--- src/rtl/bbp_pkg.sv ---
package bbp_pkg;
  typedef enum logic [1:0] {
    REQ_PROG       = 2'b00,
    REQ_SECT_ERASE = 2'b01,
    REQ_CHIP_ERASE = 2'b10,
    REQ_RSVD       = 2'b11
  } req_e;

  typedef enum logic [1:0] {
    SEC_BOOT = 2'd0,
    SEC_PAR1 = 2'd1,
    SEC_PAR2 = 2'd2,
    SEC_MAIN = 2'd3
  } sector_e;

  localparam int unsigned NUM_SECTORS = 4;
endpackage

--- src/rtl/bbp_sector_decode.sv ---
module bbp_sector_decode
  import bbp_pkg::*;
#(
  parameter int unsigned ADDR_W      = 19,
  parameter int unsigned BOOT_WORDS  = 8192,
  parameter int unsigned PARAM_WORDS = 4096,
  parameter int unsigned ID_OFFSET   = 2,
  parameter bit          TOP_BOOT    = 1'b0
) (
  input  logic [ADDR_W-1:0] addr_i,
  output sector_e           sector_o,
  output logic              id_hit_o
);
  localparam logic [ADDR_W-1:0] ADDR_MAX = '1;
  localparam logic [ADDR_W-1:0] LIM_BOOT = ADDR_W'(BOOT_WORDS);
  localparam logic [ADDR_W-1:0] LIM_PAR1 = ADDR_W'(BOOT_WORDS + PARAM_WORDS);
  localparam logic [ADDR_W-1:0] LIM_PAR2 = ADDR_W'(BOOT_WORDS + 2*PARAM_WORDS);

  // distance from the boot end of the array
  logic [ADDR_W-1:0] off;

  generate
    if (TOP_BOOT) begin : g_top
      localparam logic [ADDR_W-1:0] ID_OFF = ADDR_W'(BOOT_WORDS - 1 - ID_OFFSET);
      assign off      = ADDR_MAX - addr_i;
      assign id_hit_o = (off == ID_OFF);
    end else begin : g_bot
      localparam logic [ADDR_W-1:0] ID_OFF = ADDR_W'(ID_OFFSET);
      assign off      = addr_i;
      assign id_hit_o = (off == ID_OFF);
    end
  endgenerate

  always_comb begin
    if (off < LIM_BOOT)      sector_o = SEC_BOOT;
    else if (off < LIM_PAR1) sector_o = SEC_PAR1;
    else if (off < LIM_PAR2) sector_o = SEC_PAR2;
    else                     sector_o = SEC_MAIN;
  end
endmodule

--- src/rtl/bbp_write_qual.sv ---
module bbp_write_qual #(
  parameter int unsigned POR_CYCLES    = 16,
  parameter int unsigned GLITCH_CYCLES = 3
) (
  input  logic clk_i,
  input  logic rst_ni,
  input  logic supply_ok_i,
  input  logic ce_ni,
  input  logic we_ni,
  input  logic oe_ni,
  output logic qual_o
);
  localparam int unsigned POR_W = $clog2(POR_CYCLES + 1);
  localparam logic [POR_W-1:0] POR_LIM = POR_W'(POR_CYCLES);

  logic [POR_W-1:0] por_q;
  logic             strobe;
  logic             wide;

  assign strobe = ~ce_ni & ~we_ni & oe_ni;

  always_ff @(posedge clk_i or negedge rst_ni) begin
    if (!rst_ni)              por_q <= '0;
    else if (!supply_ok_i)    por_q <= '0;
    else if (por_q != POR_LIM) por_q <= por_q + 1'b1;
  end

  generate
    if (GLITCH_CYCLES == 0) begin : g_nofilt
      assign wide = 1'b1;
    end else begin : g_filt
      localparam int unsigned GL_W = $clog2(GLITCH_CYCLES + 1);
      localparam logic [GL_W-1:0] GL_LIM = GL_W'(GLITCH_CYCLES);
      logic [GL_W-1:0] wid_q;
      always_ff @(posedge clk_i or negedge rst_ni) begin
        if (!rst_ni)              wid_q <= '0;
        else if (!strobe)         wid_q <= '0;
        else if (wid_q != GL_LIM) wid_q <= wid_q + 1'b1;
      end
      assign wide = (wid_q == GL_LIM);
    end
  endgenerate

  assign qual_o = supply_ok_i & (por_q == POR_LIM) & strobe & wide;
endmodule

--- src/rtl/bbp_lock_reg.sv ---
module bbp_lock_reg (
  input  logic clk_i,
  input  logic rst_ni,
  input  logic set_i,
  output logic lock_o
);
  always_ff @(posedge clk_i or negedge rst_ni) begin
    if (!rst_ni)    lock_o <= 1'b0;
    else if (set_i) lock_o <= 1'b1;
  end
endmodule

--- src/rtl/bbp_guard.sv ---
module bbp_guard
  import bbp_pkg::*;
#(
  parameter int unsigned ADDR_W        = 19,
  parameter int unsigned BOOT_WORDS    = 8192,
  parameter int unsigned PARAM_WORDS   = 4096,
  parameter int unsigned ID_OFFSET     = 2,
  parameter bit          TOP_BOOT      = 1'b0,
  parameter int unsigned POR_CYCLES    = 16,
  parameter int unsigned GLITCH_CYCLES = 3
) (
  input  logic              clk_i,
  input  logic              rst_ni,
  input  logic              req_valid_i,
  input  logic [1:0]        req_type_i,
  input  logic [ADDR_W-1:0] addr_i,
  input  logic              lock_cmd_i,
  input  logic              override_i,
  input  logic              supply_ok_i,
  input  logic              ce_ni,
  input  logic              we_ni,
  input  logic              oe_ni,
  input  logic              id_mode_i,
  output logic [1:0]        sector_o,
  output logic              permit_o,
  output logic [3:0]        erase_mask_o,
  output logic              id_lock_o
);
  sector_e sector;
  logic    id_hit;
  logic    qual;
  logic    lock_q;
  logic    boot_ok;
  req_e    rtype;

  bbp_sector_decode #(
    .ADDR_W(ADDR_W), .BOOT_WORDS(BOOT_WORDS), .PARAM_WORDS(PARAM_WORDS),
    .ID_OFFSET(ID_OFFSET), .TOP_BOOT(TOP_BOOT)
  ) u_dec (
    .addr_i(addr_i), .sector_o(sector), .id_hit_o(id_hit)
  );

  bbp_write_qual #(
    .POR_CYCLES(POR_CYCLES), .GLITCH_CYCLES(GLITCH_CYCLES)
  ) u_qual (
    .clk_i(clk_i), .rst_ni(rst_ni), .supply_ok_i(supply_ok_i),
    .ce_ni(ce_ni), .we_ni(we_ni), .oe_ni(oe_ni), .qual_o(qual)
  );

  bbp_lock_reg u_lock (
    .clk_i(clk_i), .rst_ni(rst_ni), .set_i(lock_cmd_i), .lock_o(lock_q)
  );

  assign rtype    = req_e'(req_type_i);
  assign boot_ok  = ~lock_q | override_i;
  assign sector_o = sector;
  assign id_lock_o = id_mode_i & id_hit & lock_q;

  always_comb begin
    permit_o     = 1'b0;
    erase_mask_o = '0;
    if (req_valid_i && qual) begin
      unique case (rtype)
        REQ_PROG: permit_o = (sector != SEC_BOOT) | boot_ok;
        REQ_SECT_ERASE: begin
          permit_o = (sector != SEC_BOOT) | boot_ok;
          for (int i = 0; i < NUM_SECTORS; i++)
            erase_mask_o[i] = permit_o & (sector == sector_e'(i));
        end
        REQ_CHIP_ERASE: begin
          permit_o     = 1'b1;
          erase_mask_o = {3'b111, boot_ok};  // locked boot silently skipped
        end
        default: ;
      endcase
    end
  end
endmodule

--- config.mk ---
export PLATFORM = sky130hd
export DESIGN_NAME = bbp_guard
export DESIGN_NICKNAME = d
export VERILOG_FILES = /design/src/rtl/bbp_pkg.sv /design/src/rtl/bbp_sector_decode.sv /design/src/rtl/bbp_write_qual.sv /design/src/rtl/bbp_lock_reg.sv /design/src/rtl/bbp_guard.sv
export SDC_FILE = /design/constraint.sdc
export NUM_CORES = 1
export LEC_CHECK = 0
export BUFFER_PORTS_ARGS = -buffer_cell sky130_fd_sc_hd__buf_4
export CAP_MARGIN = 10
export CORE_MARGIN = 1
export CORE_UTILIZATION = 45
export DETAILED_ROUTE_END_ITERATION = 7
export PLACE_DENSITY = 0.89
export RECOVER_POWER = 25
export SETUP_SLACK_MARGIN = 0.1
export SYNTH_ARGS = -nofsm -noshare
export SYNTH_HDL_FRONTEND = slang
export SYNTH_SLANG_ARGS = --single-unit
--- constraint.sdc ---
create_clock -name clk_i -period 4.4 [get_ports clk_i]
set_clock_uncertainty 0.2 [all_clocks]
set_input_delay 0.22 -clock clk_i [delete_from_list [all_inputs] [get_ports clk_i]]
set_output_delay 0.22 -clock clk_i [all_outputs]
set_load 0.03 [all_outputs]
==> run_results.csv, run 1 <==
group,metric,value,unit
synthesis,synth.top_cell.area_share,30.1,%
clock_tree,post-cts-setup-buffers,0,
place,portBuffers,38,
detailed_routing,drc,0,
worst_hold_path,hp-class,"in2reg",
synthesis,syn_avg_cell_area,9.24,sq um
critical_path,rr_worst_depth,6,
critical_path,worstSetupPathType,"reg2out",
floorplanning,initial_utilization,49.9,%
synthesis,synth.area.top_cells,"dfrtp_1, ha_1, and2_1, nor2_1, xnor2_1",
power_and_ir_drop,vdd_drop_max,0.151,mV
final_layout,multi_input_area,439,sq um
final_layout,area_growth,51.1,%
power_and_ir_drop,power_density,178,mW/mm^2
timing,report.final.hold_viol_count,0,
grt,antenna_found_initial,0,
timing,rsz0062_at_grt,"no",
synthesis,yosysWarnings,0,
timing,setup_viol,0,
critical_path,timing.critical_path.required,3980,ps
synthesis,synth-seq-cells,8,
critical_path,arrival,2140,ps
timing,drv_slew,0,
place,gp_congestion,0.631,
detailed_routing,viasPerCell,5.28,
grt,grt_usage,20.0,%
critical_path,startpoint_type,"flop",
critical_path,r2r_slack,2280,ps
synthesis,synth_area,666,sq um
clock_tree,clkLatencyLatePin,240,ps
synthesis,netlist_top_cells_count,"dfrtp_1, nor2_1, and2_1, ha_1, inv_1",
clock_tree,root_buffer,"clkbuf_4",
clock_tree,cts_tree,"done",
final_layout,layout.cells.non_filler,130,
floorplanning,rows,13,
clock_tree,cts_buffers,3,
synthesis,synth_nets,108,
clock_tree,cts_buffer_depth,2,
final_layout,design_area,0.00101,sq mm
floorplanning,core_area,0.00133,sq mm
floorplanning,io_pins,39,
final_layout,seq_area,200,sq um
detailed_routing,first_iter_violations,4,
place,placed_cell_area,962,sq um
clock_tree,cts.clk_slew.worst_paths,50,ps
clock_tree,cts.sinks,8,
synthesis,synth.distinct_cells,31,
floorplanning,die_w,40.5,um
timing,finalSetupTns,0,ps
place,dp_hpwl,1.32,mm
power_and_ir_drop,power,179,uW
final_layout,nets,153,
final_layout,post-route-util,75.4,%
detailed_routing,wl_per_cell,12.5,um
critical_path,critical_path.max_fanout,5,
worst_hold_path,whs_endpoint,"u_qual.por_q[3]",
floorplanning,dieArea,0.00164,sq mm
synthesis,synth_seq_area_share,30.1,%
timing,period_share,58.2,%
synthesis,synth_edf_count,0,
worst_hold_path,hold_depth,2,
synthesis,ys_async_sr_fraction,100,%
detailed_routing,drt_first_pass_iters,4,
grt,grt_pass1_vias,601,
timing,holdWs,36.3,ps
synthesis,ys.flop_type,"dfrtp_1",
critical_path,worstReg2RegStart,"u_qual.por_q[0]",
critical_path,r2r-end,"u_qual.por_q[1]",
grt,grt_pass1_wl,2.23,mm
detailed_routing,antenna_left,0,
final_layout,fillers,110,
run_status,status,"finished, final reports clean",
grt,grt_overflow,0,
detailed_routing,num_vias,687,
timing,period_needed,2560,ps
clock_tree,hold_buffers,2,
power_and_ir_drop,p_leak,0.501,nW
timing,slew-limit-headroom,45.8,%
timing,worst_pin_slew,802,ps
critical_path,end_kind,"primary output",
timing,layout_setup_ws,1840,ps
detailed_routing,wirelength,1.62,mm
place,dpl_worst_slack,1780,ps
place,placedCellCount,124,
final_layout,n_antenna_cell,0,
synthesis,yosysTopAreaCell,"dfrtp_1",
grt,grt_max_degree,9,
timing,fmax,0.391,GHz
floorplanning,die_height,40.5,um
clock_tree,cts-resized-gates,0,
final_layout,drive_gt1_share,41.7,%
worst_hold_path,min_from,"supply_ok_i",
synthesis,synthCells,72,
clock_tree,h-tree-depth,1,
run,cap_violations,0,
==> flip-flops by register name, indices dropped and copies added, names as in the netlist <==
name and flops:
u_lock.lock_o 1, u_qual.g_filt.wid_q 2, u_qual.por_q 5
==> routing by layer <==
layer	wire length, um	share of wire, %	GRT usage, %	vias up
met4	0	0	5.00	0
met2	892	55	40.5	23
met5	0	0	0	-
met3	91	5.6	0	0
met1	637	39	22.6	323
li1	-	-	-	341
==> cell families (layout without fill, tap and decap cells) <==
kind of cell,count (synthesis),count (layout),synth area share (%)
AO/OA/AOI/OAI,7,7,8.27
XOR/XNOR,5,5,6.58
adder cells (fa/ha/maj),5,5,9.40
buffers and inverters,6,49,3.95
flip-flops,8,8,30.1
multiplexers,2,2,3.01
AND/OR/NAND/NOR,39,39,38.7
==> placed cells by master (no fill, tap or decap), types with 2 or more instances in the layout <==
cell | netlist | routed
and2_1 | 5 | 5
nor2_1 | 8 | 8
nand2_1 | 4 | 4
a41oi_1 | 2 | 2
xor2_1 | 2 | 2
nand3_1 | 2 | 2
nor4_1 | 2 | 2
xnor2_1 | 3 | 3
nand4_1 | 2 | 2
a31oi_1 | 2 | 2
nor4bb_1 | 2 | 2
nor2b_1 | 2 | 2
inv_1 | 5 | 5
dlygate4sd3_1 | 0 | 2
buf_4 | 1 | 37
dfrtp_1 | 8 | 8
ha_1 | 5 | 5
clkbuf_4 | 0 | 3
mux2i_1 | 2 | 2
nor3b_1 | 2 | 2
==> worst max-delay path by stage <==
stage,start,to,slack (ps)
2_1_floorplan,u_qual.por_q[0],erase_mask_o[0],2320
3_3_place_gp,u_qual.por_q[0],erase_mask_o[3],1930
3_5_place_dp,u_qual.por_q[0],erase_mask_o[3],1780
4_1_cts,u_qual.por_q[0],erase_mask_o[3],1510
5_1_grt,u_qual.por_q[0],erase_mask_o[3],1700
6_report,u_qual.por_q[0],erase_mask_o[0],1840
==> critical path, stage by stage (launching register included) <==
cell and delay (ps):
dfrtp_1 410, inv_1 80, ha_1 130, nor4bb_1 640, nand3_2 130, nor4_2 310, buf_4 210
==> power by group <==
group	internal [mW]	switching (mW)	leakage, nW
registers	0.0764	0.00294	0.103
clock network	0.0310	0.0213	0.0138
logic	0.0279	0.0191	0.384
total	0.135	0.0433	0.501
==> layout make-up <==
cell class,instances,area share [%]
inverters,5,1.87
well taps,15,1.87
repair buffers,41,30.5
multi-input cells,58,43.7
clock buffers,3,2.24
flip-flops and latches,8,19.9
Power figures use the tool's default switching activity.
==> inputs of run 2 (changes only) <==
--- a/config.mk
+++ b/config.mk
@@ -5,12 +5,13 @@
 export SDC_FILE = /design/constraint.sdc
 export NUM_CORES = 1
 export LEC_CHECK = 0
+export ABC_AREA = 1
 export BUFFER_PORTS_ARGS = -buffer_cell sky130_fd_sc_hd__buf_4
 export CAP_MARGIN = 10
 export CORE_MARGIN = 1
-export CORE_UTILIZATION = 45
+export CORE_UTILIZATION = 42
 export DETAILED_ROUTE_END_ITERATION = 7
-export PLACE_DENSITY = 0.89
+export PLACE_DENSITY = 0.84
 export RECOVER_POWER = 25
 export SETUP_SLACK_MARGIN = 0.1
 export SYNTH_ARGS = -nofsm -noshare
==> constraint.sdc (replaced) <==
create_clock -name clk_i -period 2.6 [get_ports clk_i]
set_clock_uncertainty 0.2 [all_clocks]
set_input_delay 0.13 -clock clk_i [delete_from_list [all_inputs] [get_ports clk_i]]
set_output_delay 0.13 -clock clk_i [all_outputs]
set_load 0.03 [all_outputs]
==> run_results.csv, run 2 <==
group,metric,value,unit
final_layout,top_register,"u_qual.por_q",
critical_path,startpoint_type,"flop",
synthesis,syn_avg_cell_area,7.06,sq um
critical_path,end_kind,"primary output",
power_and_ir_drop,p_int,228,uW
synthesis,yosysMostFrequentCell,"nor2_1",
power_and_ir_drop,combinationalPowerShare,27.1,%
power_and_ir_drop,power.switching,75.2,uW
power_and_ir_drop,switching_share,24.8,%
detailed_routing,drt_first_pass_iters,4,
synthesis,synth-seq-cells,8,
synthesis,synth_nets,132,
final_layout,area_growth,55.2,%
critical_path,path_common_cell,"inv_1",
power_and_ir_drop,p_leak,0.540,nW
final_layout,drive_gt1_share,35.9,%
clock_tree,cts.sinks,8,
detailed_routing,wl_per_cell,10.7,um
timing,report.final.hold_viol_count,0,
synthesis,yosysTopAreaCell,"dfrtp_1",
floorplanning,dieArea,0.00178,sq mm
grt,grt_pass1_wl,3.07,mm
power_and_ir_drop,pwr-share-seq,43.9,%
power_and_ir_drop,clkPwrFrac,29.0,%
grt,grt_max_degree,9,
final_layout,design_area,0.00105,sq mm
critical_path,slowest_delay,390,ps
synthesis,synth_edf_count,0,
final_layout,fillers,122,
timing,holdWs,120,ps
run,cap_violations,0,
timing,period_needed,1910,ps
floorplanning,die_height,42.2,um
place,portBuffers,38,
grt,antenna_found_initial,0,
critical_path,timing.critical_path.required,2270,ps
power_and_ir_drop,power,304,uW
critical_path,worstSetupPathType,"reg2out",
synthesis,synth_area,678,sq um
synthesis,synth.area.top_cells,"dfrtp_1, nor2_1, inv_1, ha_1, nand2_1",
place,placed_cell_area,983,sq um
floorplanning,initial_utilization,45.0,%
power_and_ir_drop,vdd_drop_max,0.331,mV
timing,setup_viol,0,
detailed_routing,first_iter_violations,23,
critical_path,r2r_slack,1190,ps
grt,grt_pass1_vias,774,
timing,fmax,0.524,GHz
critical_path,arrival,1580,ps
synthesis,netlist_top_cells_count,"nor2_1, inv_1, nand2_1, dfrtp_1",
critical_path,crit_path_top_delay_cell,"dfrtp_1",
final_layout,largest_reg_flops,5,
clock_tree,h-tree-depth,1,
detailed_routing,wirelength,1.69,mm
clock_tree,clkLatencyLatePin,240,ps
grt,grt_usage,21.4,%
floorplanning,io_pins,39,
detailed_routing,drc,0,
clock_tree,cts_buffers,3,
final_layout,post-route-util,69.9,%
detailed_routing,num_vias,771,
critical_path,critical_path.max_fanout,3,
critical_path,cp_cell_sequence,"inv_1, ha_1, nand2_1, inv_1, nand2_2, nor2_4, nand3_2, nor2_1, buf_4",
timing,period_share,73.4,%
detailed_routing,viasPerCell,4.88,
final_layout,final_common_cell,"buf_4",
final_layout,top_regs,"u_qual.por_q (5), u_qual.g_filt.wid_q (2), u_lock.lock_o (1)",
clock_tree,cts_buffer_depth,2,
synthesis,synthCells,96,
timing,drv_slew,0,
clock_tree,cts.clk_slew.worst_paths,50,ps
clock_tree,root_buffer,"clkbuf_4",
floorplanning,core_area,0.00151,sq mm
synthesis,synth_seq_area_share,29.5,%
clock_tree,cts_tree,"done",
worst_hold_path,hp-class,"in2async",
detailed_routing,antenna_left,0,
timing,worst_pin_slew,404,ps
final_layout,n_antenna_cell,0,
place,gp_congestion,0.836,
synthesis,synth.top_cell.area_share,29.5,%
final_layout,layout_common_cells,"buf_4, nor2_1, inv_1, nand2_1, dfrtp_1",
grt,grt_overflow,0,
synthesis,synth.distinct_cells,23,
power_and_ir_drop,power_density,288,mW/mm^2
floorplanning,die_w,42.2,um
timing,finalSetupTns,0,ps
synthesis,yosysWarnings,0,
place,dp_hpwl,1.39,mm
timing,slew-limit-headroom,73.1,%
floorplanning,rows,14,
run_status,status,"finished, final reports clean",
final_layout,nets,180,
synthesis,ys_async_sr_fraction,100,%
timing,rsz0062_at_grt,"no",
synthesis,ys.flop_type,"dfrtp_1",
run 2: cells by family after synthesis:
group	Yosys count	share of synthesized area (%)
XOR/XNOR	1	1.29
AO/OA/AOI/OAI	12	10.1
buffers and inverters	18	9.96
flip-flops	8	29.5
AND/OR/NAND/NOR	51	38.4
adder cells (fa/ha/maj)	5	9.23
multiplexers	1	1.48
run 2: final timing paths:
kind	endpoint	depth (start not counted)	start
min in group clk_i	u_lock.lock_o	1	u_lock.lock_o
max in group asynchronous	u_qual.g_filt.wid_q[0]	2	rst_ni
worst max-delay path	erase_mask_o[1]	9	u_qual.por_q[0]
worst min register to register	u_lock.lock_o	1	u_lock.lock_o
worst max register to register	u_qual.por_q[1]	8	u_qual.por_q[0]
worst min-delay path	u_qual.por_q[0]	2	rst_ni
run 2: area by class of cell:
class,count,area (sq um),area share (%)
Inverter,18,67.6,6.42
Timing Repair Buffer,43,332,31.5
Sequential cell,8,200,19.0
Tap cell,16,20.0,1.90
Clock buffer,3,22.5,2.14
Multi-Input combinational cell,70,410,39.0
run 2: per-layer routing:
metal,vias to the layer above,GRT usage (%),part of all wire (%)
li1,399,-,-
met1,350,26.4,41
met2,22,40.3,53
met3,0,1.72,5.2
met4,0,4.38,0
met5,-,0,0
run 2: per-stage QoR:
stage,setup WS (ps),cells
floorplan,898,96
global placement,1030,150
detailed placement,968,150
CTS,698,158
global route,549,158
finish,692,158
run 2: timing repair:
item,4_1_cts,5_1_grt
gates resized for setup,0,0
endpoints found under the hold margin,16,0
endpoints found under the setup margin,0,0
hold buffers,5,0
setup buffers,0,0
run 2: power by group through the flow:
stage                     clock network [mW]  registers (mW)  logic, mW
after floorplan                            0           0.134     0.0304
after global placement                     0           0.135     0.0742
after detailed placement                   0           0.135     0.0769
after CTS                             0.0922           0.133     0.0828
after global routing                  0.0989           0.134     0.0934
final                                 0.0880           0.133     0.0822
run 2: worst max-delay path, delay by kind of cell (launching register included):
| family | cells | cell delay (ps) |
|---|---|---|
| buffers and inverters | 3 | 320 |
| flip-flops | 1 | 390 |
| adder cells (fa/ha/maj) | 1 | 150 |
| AND/OR/NAND/NOR | 5 | 470 |
==> inputs of run 3 (changes only) <==
--- a/config.mk
+++ b/config.mk
@@ -9,9 +9,9 @@
 export BUFFER_PORTS_ARGS = -buffer_cell sky130_fd_sc_hd__buf_4
 export CAP_MARGIN = 10
 export CORE_MARGIN = 1
-export CORE_UTILIZATION = 42
+export CORE_UTILIZATION = 38
 export DETAILED_ROUTE_END_ITERATION = 7
-export PLACE_DENSITY = 0.84
+export PLACE_DENSITY = 0.81
 export RECOVER_POWER = 25
 export SETUP_SLACK_MARGIN = 0.1
 export SYNTH_ARGS = -nofsm -noshare
==> constraint.sdc (replaced) <==
create_clock -name clk_i -period 1.55 [get_ports clk_i]
set_clock_uncertainty 0.2 [all_clocks]
set_input_delay 0.0775 -clock clk_i [delete_from_list [all_inputs] [get_ports clk_i]]
set_output_delay 0.0775 -clock clk_i [all_outputs]
set_load 0.03 [all_outputs]
==> run_results.csv, run 3 (same netlist as run 2, synthesis figures left out) <==
group,metric,value,unit
final_layout,top_regs,"u_qual.por_q (5), u_qual.g_filt.wid_q (2), u_lock.lock_o (1)",
critical_path,crit_path_top_delay_cell,"dfrtp_1",
timing,layout_setup_ws,-326,ps
critical_path,worstSetupPathType,"reg2out",
floorplanning,dieArea,0.00196,sq mm
grt,grt_pass1_vias,758,
detailed_routing,num_vias,814,
run_status,status,"finished with violations",
timing,fmax,0.533,GHz
timing,period_needed,1880,ps
critical_path,path_common_cell,"inv_2",
power_and_ir_drop,p_int,406,uW
timing,report.final.hold_viol_count,0,
critical_path,r2r-end,"u_qual.por_q[1]",
final_layout,area_growth,84.7,%
clock_tree,cts.clk_slew.worst_paths,60,ps
timing,holdWs,331,ps
grt,grt_overflow,0,
power_and_ir_drop,p_leak,0.595,nW
place,dp_hpwl,1.33,mm
power_and_ir_drop,switching_share,28.9,%
final_layout,nets,191,
worst_hold_path,whs_endpoint,"u_lock.lock_o",
critical_path,rr_worst_depth,10,
detailed_routing,drt_first_pass_iters,8,
clock_tree,h-tree-depth,1,
timing,slew-limit-headroom,74.7,%
final_layout,final_common_cell,"buf_4",
power_and_ir_drop,clkPwrFrac,29.6,%
critical_path,arrival,1600,ps
clock_tree,cts.sinks,8,
power_and_ir_drop,power,571,uW
power_and_ir_drop,vdd_drop_max,0.375,mV
critical_path,r2r_slack,-30,ps
place,dpl_worst_slack,-11.1,ps
run,cap_violations,0,
final_layout,largest_reg_flops,5,
power_and_ir_drop,power_density,456,mW/mm^2
grt,grt_pass1_wl,2.88,mm
clock_tree,cts_tree,"done",
final_layout,drive_gt1_share,48.4,%
clock_tree,cts_buffer_depth,2,
critical_path,end_kind,"primary output",
worst_hold_path,min_from,"u_lock.lock_o",
clock_tree,clkLatencyLatePin,260,ps
place,portBuffers,38,
detailed_routing,first_iter_violations,15,
clock_tree,cts_buffers,3,
detailed_routing,drc,1,
critical_path,worstReg2RegStart,"u_qual.por_q[0]",
critical_path,critical_path.max_fanout,3,
power_and_ir_drop,combinationalPowerShare,31.3,%
place,gp_congestion,0.809,
critical_path,cp_cell_sequence,"inv_2, ha_1, nand2_1, inv_2, nand2_4, nor2_4, nand3_4, a21oi_4, buf_6",
grt,antenna_found_initial,0,
floorplanning,io_pins,39,
grt,grt_max_degree,9,
timing,worst_pin_slew,379,ps
worst_hold_path,hold_depth,1,
power_and_ir_drop,power.switching,165,uW
clock_tree,root_buffer,"clkbuf_4",
critical_path,crit_start,"u_qual.por_q[0]",
floorplanning,initial_utilization,42.5,%
critical_path,startpoint_type,"flop",
timing,setup_viol,7,
critical_path,timing.critical_path.required,1270,ps
detailed_routing,viasPerCell,4.60,
final_layout,post-route-util,78.6,%
run_status,violations,"DRC, setup timing",
detailed_routing,wirelength,2.01,mm
timing,drv_slew,0,
final_layout,design_area,0.00125,sq mm
floorplanning,die_height,44.2,um
floorplanning,die_w,44.2,um
final_layout,layout_common_cells,"buf_4, nor2_1, inv_1, nand2_1, dfrtp_1",
timing,period_share,121,%
critical_path,slowest_delay,390,ps
timing,rsz0062_at_grt,"yes",
grt,grt_usage,19.7,%
floorplanning,core_area,0.00159,sq mm
final_layout,top_register,"u_qual.por_q",
worst_hold_path,hp-class,"reg2reg",
final_layout,n_antenna_cell,0,
place,placed_cell_area,0.00108,sq mm
detailed_routing,antenna_left,0,
floorplanning,rows,14,
detailed_routing,wl_per_cell,11.4,um
power_and_ir_drop,pwr-share-seq,39.1,%
## run 3: area by class of cell
| cell class | count | area [sq um] |
|---|---|---|
| inverters | 18 | 70.1 |
| multi-input cells | 70 | 497 |
| well taps | 24 | 30.0 |
| clock buffers | 3 | 22.5 |
| flip-flops and latches | 8 | 200 |
| fillers | 116 | 342 |
| repair buffers | 54 | 433 |
## run 3: through the flow
step | setup TNS (ps) | instances
after floorplan | 0 | 96
after global placement | 0 | 163
after detailed placement | -19.5 | 163
after CTS | -1260 | 173
after global routing | -2110 | 177
final | -1600 | 177
## run 3: worst max-delay path, delay by kind of cell (launching register included)
family / cells / cell delay [ps]
adders and majority gates: 1 / 140
DFF: 1 / 390
and+or+nand+nor: 4 / 390
AOI/OAI and AO/OA: 1 / 140
buffers and inverters: 3 / 290
## run 3: how the worst max path moves through the flow
stage / endpoint / slack, ps
after floorplan: erase_mask_o[2] / 60
after global placement: erase_mask_o[2] / 10
after detailed placement: erase_mask_o[0] / -10
after CTS: erase_mask_o[2] / -270
after global routing: erase_mask_o[2] / -400
final: erase_mask_o[2] / -330
## run 3: repair_timing
action	4_1_cts	5_1_grt
setup buffers	2	4
gates resized for setup	6	14
hold buffers	5	0
endpoints found under the hold margin	16	0
pin swaps	1	2
endpoints found under the setup margin	5	10
## run 3: power by group through the flow
stage,Sequential [mW],Clock (mW),Combinational [mW]
2_1_floorplan,0.225,0,0.0558
3_3_place_gp,0.225,0,0.140
3_5_place_dp,0.225,0,0.143
4_1_cts,0.221,0.169,0.157
5_1_grt,0.224,0.187,0.197
6_report,0.223,0.169,0.179
## run 3: metal layers
layer | track usage, % | wire, um | up-vias
met1 | 23.0 | 817 | 359
met4 | 5.45 | 14 | 0
met2 | 36.5 | 1050 | 28
met5 | 0 | 0 | -
li1 | - | - | 425
met3 | 3.67 | 138 | 2
